**src/rtl/sram_ctl_pkg.sv**
```systemverilog
package sram_ctl_pkg;

   typedef enum logic [1:0] {
      ST_IDLE = 2'd0,
      ST_ACT  = 2'd1,
      ST_REC  = 2'd2
   } sc_state_e;

   // Cycles needed to cover ns nanoseconds at a period of per ns.
   function automatic int unsigned cyc_of(input int unsigned ns, input int unsigned per);
      return (ns + per - 1) / per;
   endfunction

   function automatic int unsigned maxu(input int unsigned a, input int unsigned b);
      return (a > b) ? a : b;
   endfunction

   // Remaining cycles of a total once an active phase is spent, at least one.
   function automatic int unsigned rest_of(input int unsigned total, input int unsigned used);
      return (total > used + 1) ? (total - used) : 1;
   endfunction

endpackage

```
**src/rtl/sram_ctl_timer.sv**
```systemverilog
module sram_ctl_timer #(
   parameter int CW = 5
) (
   input  logic          clk,
   input  logic          rst,
   input  logic          ld,
   input  logic [CW-1:0] ld_val,
   output logic          done
);

   logic [CW-1:0] cnt;

   always_ff @(posedge clk) begin
      if (rst)
         cnt <= '0;
      else if (ld)
         cnt <= ld_val;
      else if (cnt != '0)
         cnt <= cnt - 1'b1;
   end

   assign done = (cnt == '0);


   timer_reload_hold_chk: assert property (@(posedge clk) disable iff (rst)
      (ld && ld_val != '0) |=> !done);

endmodule

```
**src/rtl/sram_ctl_pins.sv**
```systemverilog
module sram_ctl_pins #(
   parameter int AW = 15,
   parameter int DW = 8
) (
   input  logic          clk,
   input  logic          rst,
   input  logic          start,
   input  logic          stop,
   input  logic          start_wr,
   input  logic [AW-1:0] start_addr,
   input  logic [DW-1:0] start_data,
   output logic          ce_n,
   output logic          oe_n,
   output logic          we_n,
   output logic [AW-1:0] maddr,
   output logic [DW-1:0] dq_o,
   output logic          dq_oe
);

   always_ff @(posedge clk) begin
      if (rst) begin
         ce_n  <= 1'b1;
         oe_n  <= 1'b1;
         we_n  <= 1'b1;
         dq_oe <= 1'b0;
         maddr <= '0;
         dq_o  <= '0;
      end else if (start) begin
         maddr <= start_addr;
         dq_o  <= start_data;
         ce_n  <= 1'b0;
         we_n  <= !start_wr;
         oe_n  <= start_wr;
         dq_oe <= start_wr;
      end else if (stop) begin
         ce_n  <= 1'b1;
         oe_n  <= 1'b1;
         we_n  <= 1'b1;
         dq_oe <= 1'b0;
      end
   end


   oe_we_excl_chk: assert property (@(posedge clk) disable iff (rst)
      !(!oe_n && !we_n));


   drive_in_write_chk: assert property (@(posedge clk) disable iff (rst)
      dq_oe |-> (!ce_n && !we_n && oe_n));


   addr_hold_chk: assert property (@(posedge clk) disable iff (rst)
      (!ce_n && $past(!ce_n)) |-> $stable(maddr));


   we_ce_rise_chk: assert property (@(posedge clk) disable iff (rst)
      $rose(we_n) |-> $rose(ce_n));


   oe_ce_rise_chk: assert property (@(posedge clk) disable iff (rst)
      $rose(oe_n) |-> $rose(ce_n));

endmodule

```
**src/rtl/sram_ctl_rcap.sv**
```systemverilog
module sram_ctl_rcap #(
   parameter int DW = 8
) (
   input  logic          clk,
   input  logic          rst,
   input  logic          cap,
   input  logic [DW-1:0] din,
   output logic [DW-1:0] rdata,
   output logic          rvalid
);

   always_ff @(posedge clk) begin
      if (rst) begin
         rdata  <= '0;
         rvalid <= 1'b0;
      end else begin
         rvalid <= cap;
         if (cap)
            rdata <= din;
      end
   end


   rvalid_pulse_chk: assert property (@(posedge clk) disable iff (rst)
      rvalid |=> !rvalid);


   rdata_keep_chk: assert property (@(posedge clk) disable iff (rst)
      !cap |=> $stable(rdata));

endmodule

```
**src/rtl/sram_ctl.sv**
```systemverilog
module sram_ctl
   import sram_ctl_pkg::*;
#(
   parameter int CLK_NS   = 4,
   parameter int AW       = 15,
   parameter int DW       = 8,
   parameter int T_WP_NS  = 55,
   parameter int T_CW_NS  = 60,
   parameter int T_AW_NS  = 60,
   parameter int T_DS_NS  = 30,
   parameter int T_WC_NS  = 70,
   parameter int T_AA_NS  = 70,
   parameter int T_OA_NS  = 35,
   parameter int T_RC_NS  = 70,
   parameter int T_OZ_NS  = 25
) (
   input  logic          clk,
   input  logic          rst,
   input  logic          req,
   output logic          ready,
   input  logic          wr,
   input  logic [AW-1:0] addr,
   input  logic [DW-1:0] wdata,
   output logic [DW-1:0] rdata,
   output logic          rvalid,
   output logic          mem_ce_n,
   output logic          mem_oe_n,
   output logic          mem_we_n,
   output logic [AW-1:0] mem_addr,
   output logic [DW-1:0] mem_dq_o,
   input  logic [DW-1:0] mem_dq_i,
   output logic          mem_dq_oe
);

   localparam int unsigned PER   = CLK_NS;
   localparam int unsigned W_ACT = maxu(maxu(cyc_of(T_WP_NS, PER), cyc_of(T_CW_NS, PER)),
                                        maxu(cyc_of(T_AW_NS, PER), cyc_of(T_DS_NS, PER)));
   localparam int unsigned W_REC = rest_of(cyc_of(T_WC_NS, PER), W_ACT);
   localparam int unsigned R_ACT = maxu(maxu(cyc_of(T_AA_NS, PER), cyc_of(T_OA_NS, PER)),
                                        cyc_of(T_RC_NS, PER));
   localparam int unsigned R_REC = maxu(1, cyc_of(T_OZ_NS, PER));
   localparam int unsigned C_MAX = maxu(maxu(W_ACT, W_REC), maxu(R_ACT, R_REC));
   localparam int CW = $clog2(C_MAX + 1);

   localparam logic [CW-1:0] W_ACT_M1 = CW'(W_ACT - 1);
   localparam logic [CW-1:0] W_REC_M1 = CW'(W_REC - 1);
   localparam logic [CW-1:0] R_ACT_M1 = CW'(R_ACT - 1);
   localparam logic [CW-1:0] R_REC_M1 = CW'(R_REC - 1);

   generate
      if (CLK_NS < 1) begin : g_bad_clk
         $error("sram_ctl: CLK_NS must be at least 1");
      end
      if (AW < 1 || DW < 1) begin : g_bad_width
         $error("sram_ctl: AW and DW must be positive");
      end
      if (W_ACT < 1 || R_ACT < 1) begin : g_bad_timing
         $error("sram_ctl: active phases need at least one cycle");
      end
   endgenerate

   sc_state_e     st;
   logic          is_wr;
   logic          t_done;
   logic          t_ld;
   logic [CW-1:0] t_val;
   logic          start;
   logic          stop;

   assign ready = (st == ST_IDLE);
   assign start = ready && req;
   assign stop  = (st == ST_ACT) && t_done;
   assign t_ld  = start || stop;

   always_comb begin
      if (start)
         t_val = wr ? W_ACT_M1 : R_ACT_M1;
      else
         t_val = is_wr ? W_REC_M1 : R_REC_M1;
   end

   always_ff @(posedge clk) begin
      if (rst) begin
         st    <= ST_IDLE;
         is_wr <= 1'b0;
      end else begin
         unique case (st)
            ST_IDLE: if (req) begin
               st    <= ST_ACT;
               is_wr <= wr;
            end
            ST_ACT:  if (t_done) st <= ST_REC;
            ST_REC:  if (t_done) st <= ST_IDLE;
            default: st <= ST_IDLE;
         endcase
      end
   end

   sram_ctl_timer #(.CW(CW)) u_timer (
      .clk    (clk),
      .rst    (rst),
      .ld     (t_ld),
      .ld_val (t_val),
      .done   (t_done)
   );

   sram_ctl_pins #(.AW(AW), .DW(DW)) u_pins (
      .clk        (clk),
      .rst        (rst),
      .start      (start),
      .stop       (stop),
      .start_wr   (wr),
      .start_addr (addr),
      .start_data (wdata),
      .ce_n       (mem_ce_n),
      .oe_n       (mem_oe_n),
      .we_n       (mem_we_n),
      .maddr      (mem_addr),
      .dq_o       (mem_dq_o),
      .dq_oe      (mem_dq_oe)
   );

   sram_ctl_rcap #(.DW(DW)) u_rcap (
      .clk    (clk),
      .rst    (rst),
      .cap    (stop && !is_wr),
      .din    (mem_dq_i),
      .rdata  (rdata),
      .rvalid (rvalid)
   );

   // Cycles the chip enable has spent low, kept apart from the sequencer.
   logic [CW-1:0] low_cnt;
   always_ff @(posedge clk) begin
      if (rst || mem_ce_n)
         low_cnt <= '0;
      else if (low_cnt != '1)
         low_cnt <= low_cnt + 1'b1;
   end


   idle_quiet_chk: assert property (@(posedge clk) disable iff (rst)
      ready |-> (mem_ce_n && mem_oe_n && mem_we_n && !mem_dq_oe));


   start_when_ready_chk: assert property (@(posedge clk) disable iff (rst)
      $fell(mem_ce_n) |-> $past(ready));

   // selected phase length by access kind
   select_len_chk: assert property (@(posedge clk) disable iff (rst)
      $rose(mem_ce_n) |-> (low_cnt == ($past(mem_we_n) ? CW'(R_ACT) : CW'(W_ACT))));


   rvalid_on_release_chk: assert property (@(posedge clk) disable iff (rst)
      rvalid |-> ($rose(mem_oe_n) && mem_ce_n));

endmodule

```
**config.mk**
```make
export PLATFORM = sky130hd
export DESIGN_NAME = sram_ctl
export DESIGN_NICKNAME = d
export VERILOG_FILES = /design/src/rtl/sram_ctl_pkg.sv /design/src/rtl/sram_ctl_timer.sv /design/src/rtl/sram_ctl_pins.sv /design/src/rtl/sram_ctl_rcap.sv /design/src/rtl/sram_ctl.sv
export SDC_FILE = /design/constraint.sdc
export NUM_CORES = 1
export LEC_CHECK = 0
export BUFFER_PORTS_ARGS = -buffer_cell sky130_fd_sc_hd__buf_2
export CAP_MARGIN = 20
export CORE_ASPECT_RATIO = 0.8
export CORE_MARGIN = 1
export CORE_UTILIZATION = 47
export CTS_CLUSTER_DIAMETER = 40
export CTS_CLUSTER_SIZE = 25
export DETAILED_ROUTE_END_ITERATION = 7
export PLACE_DENSITY_LB_ADDON = 0.12
export SETUP_SLACK_MARGIN = 0.5
export SLEW_MARGIN = 20
export SYNTH_ARGS = -nofsm -noshare
export SYNTH_HDL_FRONTEND = slang
export SYNTH_HIERARCHICAL = 1
export SYNTH_SLANG_ARGS = --single-unit
```
**constraint.sdc**
```tcl
create_clock -name clk -period 2.8 [get_ports clk]
set_input_delay 0.14 -clock clk [delete_from_list [all_inputs] [get_ports clk]]
set_output_delay 0.14 -clock clk [all_outputs]
set_load 0.05 [all_outputs]
```
==> run metrics, run 1 <==
most used cells in the layout excluding fill and tap cells buf_2, dfxtp_1, nor2_1; via density per instance 4.89; antenna diode instance count 0; highest-delay cell along the critical path dfxtp_1; category of the critical setup timing path reg2reg; fraction of final layout cells with drive strength greater than 1 35.1%; GRT Util Overall 17.6%; worst-skew pair later-pin latency 290 ps; Clock transition at path regs 80 ps; htree depth 2; core footprint 3470 um2; maximum number of pins on one net before global-route repair 34; number of max-cap violations 0; post-route ant nets 0; starting density of the core 50.0%; number of global-route vias before repair 1226; endpoint required time on the critical path 2980 ps; Hold Crit Endpoint u_rcap/rdata[4]; wire length of the first global-routing pass 5430 um; global routing met1 resource utilization 23.6%; Critical Path AT 2120 ps; largest vdd supply drop 0.000458 V; Most Used Layer, Global Route met2; crit-path most repeated cell inv_1; buffer depth of the longest clock path 2; worst path buffer plus inverter count 3; category of the worst setup path launch point flip-flop; NumNets Final 283; routed via count 1418; total clock buffers created by CTS 5; count of unresolved DRC violations after routing 0; maximum clock rate 515 MHz; overall die area 3940 um2; Register-to-Register Path Depth 9; number of detailed-route iterations in the first pass 4; drt initial violations 83; number of rows created at floorplan 19; initial antenna violation count 0; number of synthesized register bits 44; hold crit path type in2reg; final hold viol count 0; total leakage power 1.08 nW; unrepaired setup endpoints after global routing false; total routed wirelength 3400 um; die outline height 56.4 um; Worst Clk Skew 6.15 ps; Ports 72; R2R setup slack 860 ps; post-synthesis cell type count 38; layout overhead on the synthesized area 28.5%; outcome completed; number of max-slew violations in the final report 0; post-placement cell count 281; Most used DFF post-synth dfxtp_1; slowest stage delay, CP 330 ps; average cell area after synthesis 10.1 um2; area of the mapped netlist 1740 um2; pwr/cell area 924 nW/um2; clock tree from TritonCTS done; Slew Limit Headroom 64.9%; number of I/O port buffers 71; RR Endpoint u_timer/cnt[1]; GR Layer Usage met2 25.4%; clk root buf clkbuf_8; Synth Instances 172; YS warnings 6; non-filler cells in the finished layout 290; routed length per instance 11.7 um; total nets after synthesis 208; number of setup violations in the final report 0; sequential share of the synthesized area 50.7%; crit-path max FO 7; TNS Setup 0 ps; Post-CTS Hold Buffers 0; die outline width 70.0 um; Critical Path, Cell by Cell inv_1 -> ha_1 -> nor4b_4 -> nand2_1 -> a21oi_1 -> buf_4 -> inv_1 -> and4_2 -> a311o_1; startpoint of the worst-slack reg-to-reg timing path u_timer/cnt[0]; final critical-path required period 1940 ps; Placer Congestion 0.784; largest delay contributor family on the critical path simple AND/OR/NAND/NOR gates; number of clock sinks 44; number of cells on the worst hold path 3; leading cell type in the layout, fill and taps excluded buf_2; met3 Resource Use GR 6.28%; CP Capture Type flip-flop; count of flip-flops with a built-in enable after synthesis 0; remaining global-route overflow 0; startpoint of the worst hold path mem_dq_i[4]; proportion of synthesized flip-flops having asynchronous set or reset 0%; HPWL after detailed placement 2350 um; share of the clock period used by the worst path after layout 69.4%; Slew @ Worst Pin 526 ps
## layer usage
layer | part of all wire [%] | vias up
met5 | 0 | -
met4 | 1.4 | 0
met3 | 8.0 | 5
met2 | 40 | 51
met1 | 51 | 625
li1 | - | 737
## synthesized netlist by cell type, types with 2 or more instances
cell	instances	area share, %
dfxtp_1	44	51
nor2_1	35	7.6
mux2i_1	31	18
inv_1	9	1.9
a21oi_1	5	1.4
nand2_1	5	1.1
nand2b_1	5	1.8
nor3_1	3	0.86
buf_2	2	0.58
buf_6	2	1.3
nor2b_1	2	0.72
o21ai_1	2	0.58
or3b_1	2	1.0
## stage by stage
stage                     util (%)  setup slack (ps)  instance area (um2)  hold slack [ps]  total power [mW]
after floorplan                  -               693                 1740              209              1.44
after global placement        61.0               725                 2120              372              1.59
after detailed placement      61.0               685                 2120              380              1.59
after CTS                     64.1               644                 2220             74.7              2.06
after global routing          64.3               737                 2230             79.0              2.18
final                         64.3               858                 2230             80.6              2.06
## cell type report
class | count | area (um2)
multi-input combinational | 111 | 763
tap | 42 | 52.6
sequential | 44 | 881
fill | 298 | 1240
timing repair buffer | 76 | 393
clock inverter | 2 | 35.0
clock buffer | 6 | 72.6
inverter | 9 | 33.8
## worst max-delay path by stage
stage	cells past startpoint	end	slack, ps	startpoint
after global placement	9	u_timer/cnt[1]	730	u_timer/cnt[0]
after global routing	9	u_timer/cnt[1]	740	u_timer/cnt[0]
after CTS	9	u_timer/cnt[1]	640	u_timer/cnt[0]
final	9	u_timer/cnt[1]	860	u_timer/cnt[0]
after floorplan	8	u_timer/cnt[1]	690	u_timer/cnt[0]
after detailed placement	9	u_timer/cnt[1]	680	u_timer/cnt[0]
## worst reg2reg max path: cells and delay by family (launching register included)
family	cells	cell delay, ps
AO/OA/AOI/OAI	2	420
flip-flops	1	330
buffers and inverters	3	330
AND/OR/NAND/NOR	3	550
adder cells (fa/ha/maj)	1	210
## report_power, final
| part | total, mW | internal, mW | switching [mW] | leakage (nW) |
|---|---|---|---|---|
| Clock | 0.463 | 0.265 | 0.198 | 0.0552 |
| Sequential | 0.800 | 0.726 | 0.0742 | 0.361 |
| Combinational | 0.797 | 0.292 | 0.506 | 0.661 |
## cells by family after synthesis
kind of cell    Yosys count  share of synthesized area, %
mux                      31                          17.9
buf+inv                  17                          5.62
fa+ha+maj                 1                         0.720
simple gates             62                          18.6
flops                    44                          50.7
xor+xnor                  1                         0.504
compound gates           16                          5.98
## flip-flops by register name (all words and copies together), names as in the netlist
signal / cells
u_timer/cnt: 5
u_rcap/rdata: 8
u_pins/oe_n: 1
st: 2
u_rcap/rvalid: 1
is_wr: 1
u_pins/dq_oe: 1
u_pins/ce_n: 1
u_pins/maddr: 15
u_pins/dq_o: 8
u_pins/we_n: 1
## what timing repair did
action	4_1_cts	5_1_grt
buffers inserted	0	1
gates resized for setup	0	0
setup endpoints to repair	0	1
endpoints found under the hold margin	0	0
Power figures use the tool's default switching activity.
==> inputs of run 2 (changes only) <==
Clock period 2.8 ns to 2 ns, I/O delays scaled along.
==> run 2 against run 1 <==
Sequential share of layout area decreased by 1.8 points. Clock power grew 36%. Wire length is 5.0% higher. Clock skew fell by 3.9 ps. Total power grew 49%. Maximum frequency rose by 15%. Critical path depth decreased by 1. Design area up 5.2%. Worst hold slack got worse by 39 ps. Critical endpoint unchanged. Cell count is 2.1% higher. Worst setup slack got worse by 540 ps. Flip-flop and latch count stayed put. Largest cell class unchanged.
==> run metrics, run 2 (synthesis results as in run 1) <==
number of cells on the worst hold path 3 (unchanged); post-detailed-placement cell area 2170 um2 (+2.5%); count of unresolved DRC violations after routing 0 (unchanged); via density per instance 4.88 (-0.30%); remaining global-route overflow 0 (unchanged); routed via count 1443 (+1.8%); filler instances 300 (+0.67%); post-placement cell count 282 (+0.36%); post-route ant nets 0 (unchanged); die outline height 56.4 um (unchanged); layout overhead on the synthesized area 35.1%; Setup crit start u_timer/cnt[1]; crit-path most repeated cell inv_2; Register-to-Register Path Depth 8 (-1); total routed wirelength 3570 um (+5.0%); number of max-slew violations in the final report 0 (unchanged); core footprint 3470 um2 (unchanged); number of flip-flops under the largest register name 15 (unchanged); Worst Clk Skew 2.22 ps (-3.93 ps); non-filler cells in the finished layout 296 (+2.1%); number of setup violations in the final report 0 (unchanged); registers with the most flip-flops u_pins/maddr x15, u_pins/dq_o x8, u_rcap/rdata x8; Worst Slack Setup Final 314 ps (-544 ps); TNS Setup 0 ps (unchanged); Hold Crit Endpoint u_pins/dq_o[5]; startpoint of the worst-slack reg-to-reg timing path u_timer/cnt[1]; clock tree from TritonCTS done; Clock transition at path regs 80 ps (about the same); htree depth 2 (unchanged); unrepaired setup endpoints after global routing true; most used cells in the layout excluding fill and tap cells buf_2, dfxtp_1, nor2_1; share of the clock period used by the worst path after layout 84.3% (+15 points); area of combinational cells with multiple inputs 807 um2 (+5.7%); number of I/O port buffers 71 (unchanged); R2R setup slack 310 ps (-540 ps); worst-skew pair later-pin latency 290 ps (about the same); antenna diode instance count 0 (unchanged); overall die area 3940 um2 (unchanged); largest reg by FF count u_pins/maddr; HPWL after detailed placement 2350 um (-0.28%); die outline width 70.0 um (unchanged); number of global-route vias before repair 1313 (+7.1%); largest vdd supply drop 0.000594 V (+30%); Critical Path AT 1860 ps (-260 ps); final hold viol count 0 (unchanged); CP Capture Type flip-flop; Placer Congestion 0.821 (+4.7%); category of the critical setup timing path reg2reg; highest-delay cell along the critical path dfxtp_2; total clock buffers created by CTS 5 (unchanged); Non-Filler Cell Area, Final 2350 um2 (+5.2%); clk root buf clkbuf_8; final critical-path required period 1690 ps (-256 ps); drt initial violations 120 (+45%); starting density of the core 50.0% (unchanged); GRT Util Overall 18.8% (+1.2 points); RR Endpoint u_timer/cnt[1]; maximum clock rate 593 MHz (+15%); number of detailed-route iterations in the first pass 4 (unchanged); worst setup slack before clock tree synthesis 182 ps (-503 ps); number of max-cap violations 0 (unchanged); number of rows created at floorplan 19 (unchanged); outcome completed; Ports 72 (unchanged); routed length per instance 12.0 um (+2.9%); slowest stage delay, CP 330 ps (about the same); Slew @ Worst Pin 365 ps (-161 ps); register area 885 um2 (+0.43%); NumNets Final 291 (+2.8%); hold crit path type in2reg; wire length of the first global-routing pass 5880 um (+8.3%); leading cell type in the layout, fill and taps excluded buf_2; total leakage power 1.12 nW (+3.7%); Critical Path, Cell by Cell inv_2 -> ha_4 -> nor4b_4 -> nand2_2 -> a21oi_4 -> inv_2 -> and4_4 -> a311o_1; post-route worst hold slack 41.2 ps (-39.4 ps); crit-path max FO 5 (-2); Slew Limit Headroom 75.6% (+11 points); maximum number of pins on one net before global-route repair 34 (unchanged); endpoint required time on the critical path 2180 ps (-800 ps); initial antenna violation count 0 (unchanged); category of the worst setup path launch point flip-flop; number of clock sinks 44 (unchanged); fraction of final layout cells with drive strength greater than 1 41.7% (+6.7 points); buffer depth of the longest clock path 2 (unchanged); pwr/cell area 1310 nW/um2 (+42%); startpoint of the worst hold path wdata[5]
## run 2: cell count changes in the layout (fill, tap and decap cells not counted), sizes merged
| cell | change |
|---|---|
| clkinv | -1 |
| clkbuf | -1 |
| buf | +8 |
## run 2: how the worst max path moves through the flow
stage	endpoint	slack, ps	cells past startpoint
floorplan	u_timer/cnt[1]	200	8
global placement	u_timer/cnt[1]	240	8
detailed placement	u_timer/cnt[1]	180	8
CTS	u_timer/cnt[1]	300	8
global route	u_rcap/rdata[7]	180	8
finish	u_timer/cnt[1]	310	8
## run 2: what timing repair did
action / 4_1_cts / 5_1_grt
setup endpoints to repair: 15 / 18
cloned: 0 / 0
pin swaps: 7 / 4
gates resized for setup: 3 / 4
buffers inserted: 7 / 1
hold buffers: 0 / 0
## run 2: metrics by stage
stage | utilization, % | power, mW
global placement | 62.5 | 2.31
global route | 67.6 | 3.24
floorplan | - | 2.07
detailed placement | 62.5 | 2.31
CTS | 67.1 | 3.04
finish | 67.6 | 3.07
## run 2: final cells by class
| class | count | share of cell area, % |
|---|---|---|
| Clock buffer | 5 | 2.93 |
| Clock inverter | 1 | 1.28 |
| Inverter | 9 | 1.44 |
| Multi-Input combinational cell | 111 | 34.4 |
| Sequential cell | 44 | 37.7 |
| Tap cell | 42 | 2.24 |
| Timing Repair Buffer | 84 | 20.0 |
## run 2: metal layers
layer / vias to the layer above / GRT usage, % / routed length, um
met5: - / 0 / 0
met4: 0 / 8.00 / 0
met3: 0 / 5.21 / 241
met2: 51 / 30.1 / 1600
met1: 641 / 23.9 / 1730
li1: 751 / - / -
## run 2: power breakdown
group,switching [mW],total [mW],internal [mW]
Combinational,0.775,1.31,0.532
Clock,0.272,0.630,0.358
Sequential,0.111,1.13,1.02
## run 2: worst max-delay path, delay by kind of cell (launching register included)
family,cells,cell delay (ps)
AND/OR/NAND/NOR,3,570
flip-flops,1,330
buffers and inverters,2,110
adder cells (fa/ha/maj),1,130
AO/OA/AOI/OAI,2,430
==> inputs of run 3 (changes only) <==
Clock period 2 ns to 1.7 ns, I/O delays scaled along.
==> run 3 against run 2 <==
The run now ends with negative setup slack left. Core utilization rose by 11 points. Global-route usage is 2.1 points higher. Worst hold slack got worse by 18 ps. Die area unchanged. Wire length is 28% higher. Clock power up 8.7%. Cell count rose by 8.1%. Critical endpoint unchanged. Sequential share of layout area is 4.9 points lower. Critical path depth did not move. Critical path type unchanged. Largest power group unchanged. Flip-flop and latch count unchanged.
==> run metrics, run 3 (synthesis results as in run 1) <==
outcome complete, but fails checks; violations in the final reports negative setup slack; number of clock sinks 44 (unchanged); registers with the most flip-flops u_pins/maddr x15, u_pins/dq_o x8, u_rcap/rdata x8; unrepaired setup endpoints after global routing true; most used cells in the layout excluding fill and tap cells buf_2, dfxtp_1, nor2_1; TNS Setup -464 ps (-464 ps); core footprint 3470 um2 (unchanged); clk root buf clkbuf_8; total clock buffers created by CTS 5 (unchanged); maximum clock rate 557 MHz (-6.1%); buffer depth of the longest clock path 2 (unchanged); worst path buffer plus inverter count 2 (unchanged); CP Capture Type flip-flop; total leakage power 1.28 nW (+15%); number of global-route vias before repair 1421 (+8.2%); die outline height 56.4 um (unchanged); number of flip-flops under the largest register name 15 (unchanged); Ports 72 (unchanged); HPWL after detailed placement 2510 um (+7.1%); NumNets Final 313 (+7.6%); Critical Path AT 1980 ps (+120 ps); Slew Limit Headroom 73.0% (-2.6 points); fraction of final layout cells with drive strength greater than 1 50.7% (+9.0 points); routed via count 1608 (+11%); count of unresolved DRC violations after routing 0 (unchanged); R2R setup slack -100 ps (-410 ps); routed length per instance 14.2 um (+18%); Worst Clk Skew 4.70 ps (+2.48 ps); post-route ant nets 0 (unchanged); number of cells on the worst hold path 3 (unchanged); final critical-path required period 1800 ps (+110 ps); category of the critical setup timing path reg2reg; layout overhead on the synthesized area 56.2%; via density per instance 5.03 (+3.1%); largest reg by FF count u_pins/maddr; antenna diode instance count 0 (unchanged); crit-path most repeated cell inv_2; worst-skew pair later-pin latency 290 ps (about the same); largest vdd supply drop 0.000999 V (+68%); fraction of the core area covered by cells at the end of the flow 78.2% (+11 points); Clock transition at path regs 80 ps (about the same); initial antenna violation count 0 (unchanged); number of detailed-route iterations in the first pass 4 (unchanged); Post-CTS Hold Buffers 0 (unchanged); largest delay contributor family on the critical path simple AND/OR/NAND/NOR gates; crit-path max FO 4 (-1); leading cell type in the layout, fill and taps excluded buf_2; Worst Slack Setup Final -96.3 ps (-410 ps); clock tree from TritonCTS done; hold crit path type in2reg; remaining global-route overflow 0 (unchanged); total routed wirelength 4550 um (+28%); Crit. path cell count 8 (unchanged); starting density of the core 50.0% (unchanged); wire length of the first global-routing pass 6470 um (+10%); number of I/O port buffers 71 (unchanged); final hold viol count 0 (unchanged); die outline width 70.0 um (unchanged); slowest stage delay, CP 340 ps (about the same); drt initial violations 112 (-6.7%); maximum number of pins on one net before global-route repair 25 (-26%); pwr/cell area 1520 nW/um2 (+16%); Critical Path, Cell by Cell inv_2 -> ha_4 -> nor4b_4 -> nand2_2 -> a21oi_4 -> inv_2 -> and4_4 -> a311o_1; Slew @ Worst Pin 402 ps (+36.7 ps); share of the clock period used by the worst path after layout 106% (+21 points); number of rows created at floorplan 19 (unchanged); highest-delay cell along the critical path nor4b_4; number of max-cap violations 0 (unchanged); total power 4.13 mW (+34%); endpoint required time on the critical path 1880 ps (-300 ps); overall die area 3940 um2 (unchanged); htree depth 2 (unchanged); GRT Util Overall 20.9% (+2.1 points); number of setup violations in the final report 12 (+12); category of the worst setup path launch point flip-flop; filler instances 242 (-19%); number of max-slew violations in the final report 0 (unchanged); Register-to-Register Path Depth 8 (unchanged); Placer Congestion 0.850 (+3.5%)
run 3: per-layer routing:
layer	vias to the layer above	track usage (%)	part of all wire, %
met3	7	5.57	5.0
li1	798	-	-
met1	750	29.1	47
met5	-	0	0
met4	0	7.71	1.4
met2	53	31.2	47
run 3: path summary, 6_finish.rpt:
check / startpoint / end
setup / recovery: u_timer/cnt[0] / u_timer/cnt[1]
hold / removal: addr[8] / u_pins/maddr[8]
setup reg to reg: u_timer/cnt[0] / u_timer/cnt[1]
hold reg to reg: u_rcap/rdata[6] / u_rcap/rdata[6]
run 3: cell type report:
cell class	count	area, um2	area share (%)
multi-input combinational	111	863	31.8
inverter	9	41.3	1.52
timing repair buffer	106	768	28.3
clock buffer	6	82.6	3.04
sequential	44	891	32.8
tap	42	52.6	1.94
clock inverter	2	13.8	0.507
run 3: repair_timing:
| action | CTS | global route |
|---|---|---|
| buffers inserted | 14 | 6 |
| setup endpoints to repair | 43 | 45 |
| pin swaps | 10 | 19 |
| cloned | 3 | 1 |
| resized for setup | 14 | 25 |
run 3: worst min-delay path, stage by stage:
cell and delay (ps):
buf_2 70, mux2i_1 50, nor2_1 70
run 3: metrics by stage:
step / worst slack (ps) / hold WS [ps] / cells / cell area (um2)
after floorplan: -104 / 147 / 172 / 1780
after global placement: -39.9 / 316 / 288 / 2220
after detailed placement: -93.7 / 329 / 288 / 2220
after CTS: 18.2 / 18.0 / 313 / 2530
after global routing: -193 / 9.86 / 320 / 2710
final: -96.3 / 22.9 / 320 / 2710
run 3: power breakdown:
part           leakage (nW)  switching [mW]  internal, mW
sequential            0.363           0.128          1.21
clock                0.0516           0.353         0.332
combinational         0.868            1.10          1.00
total                  1.28            1.58          2.54
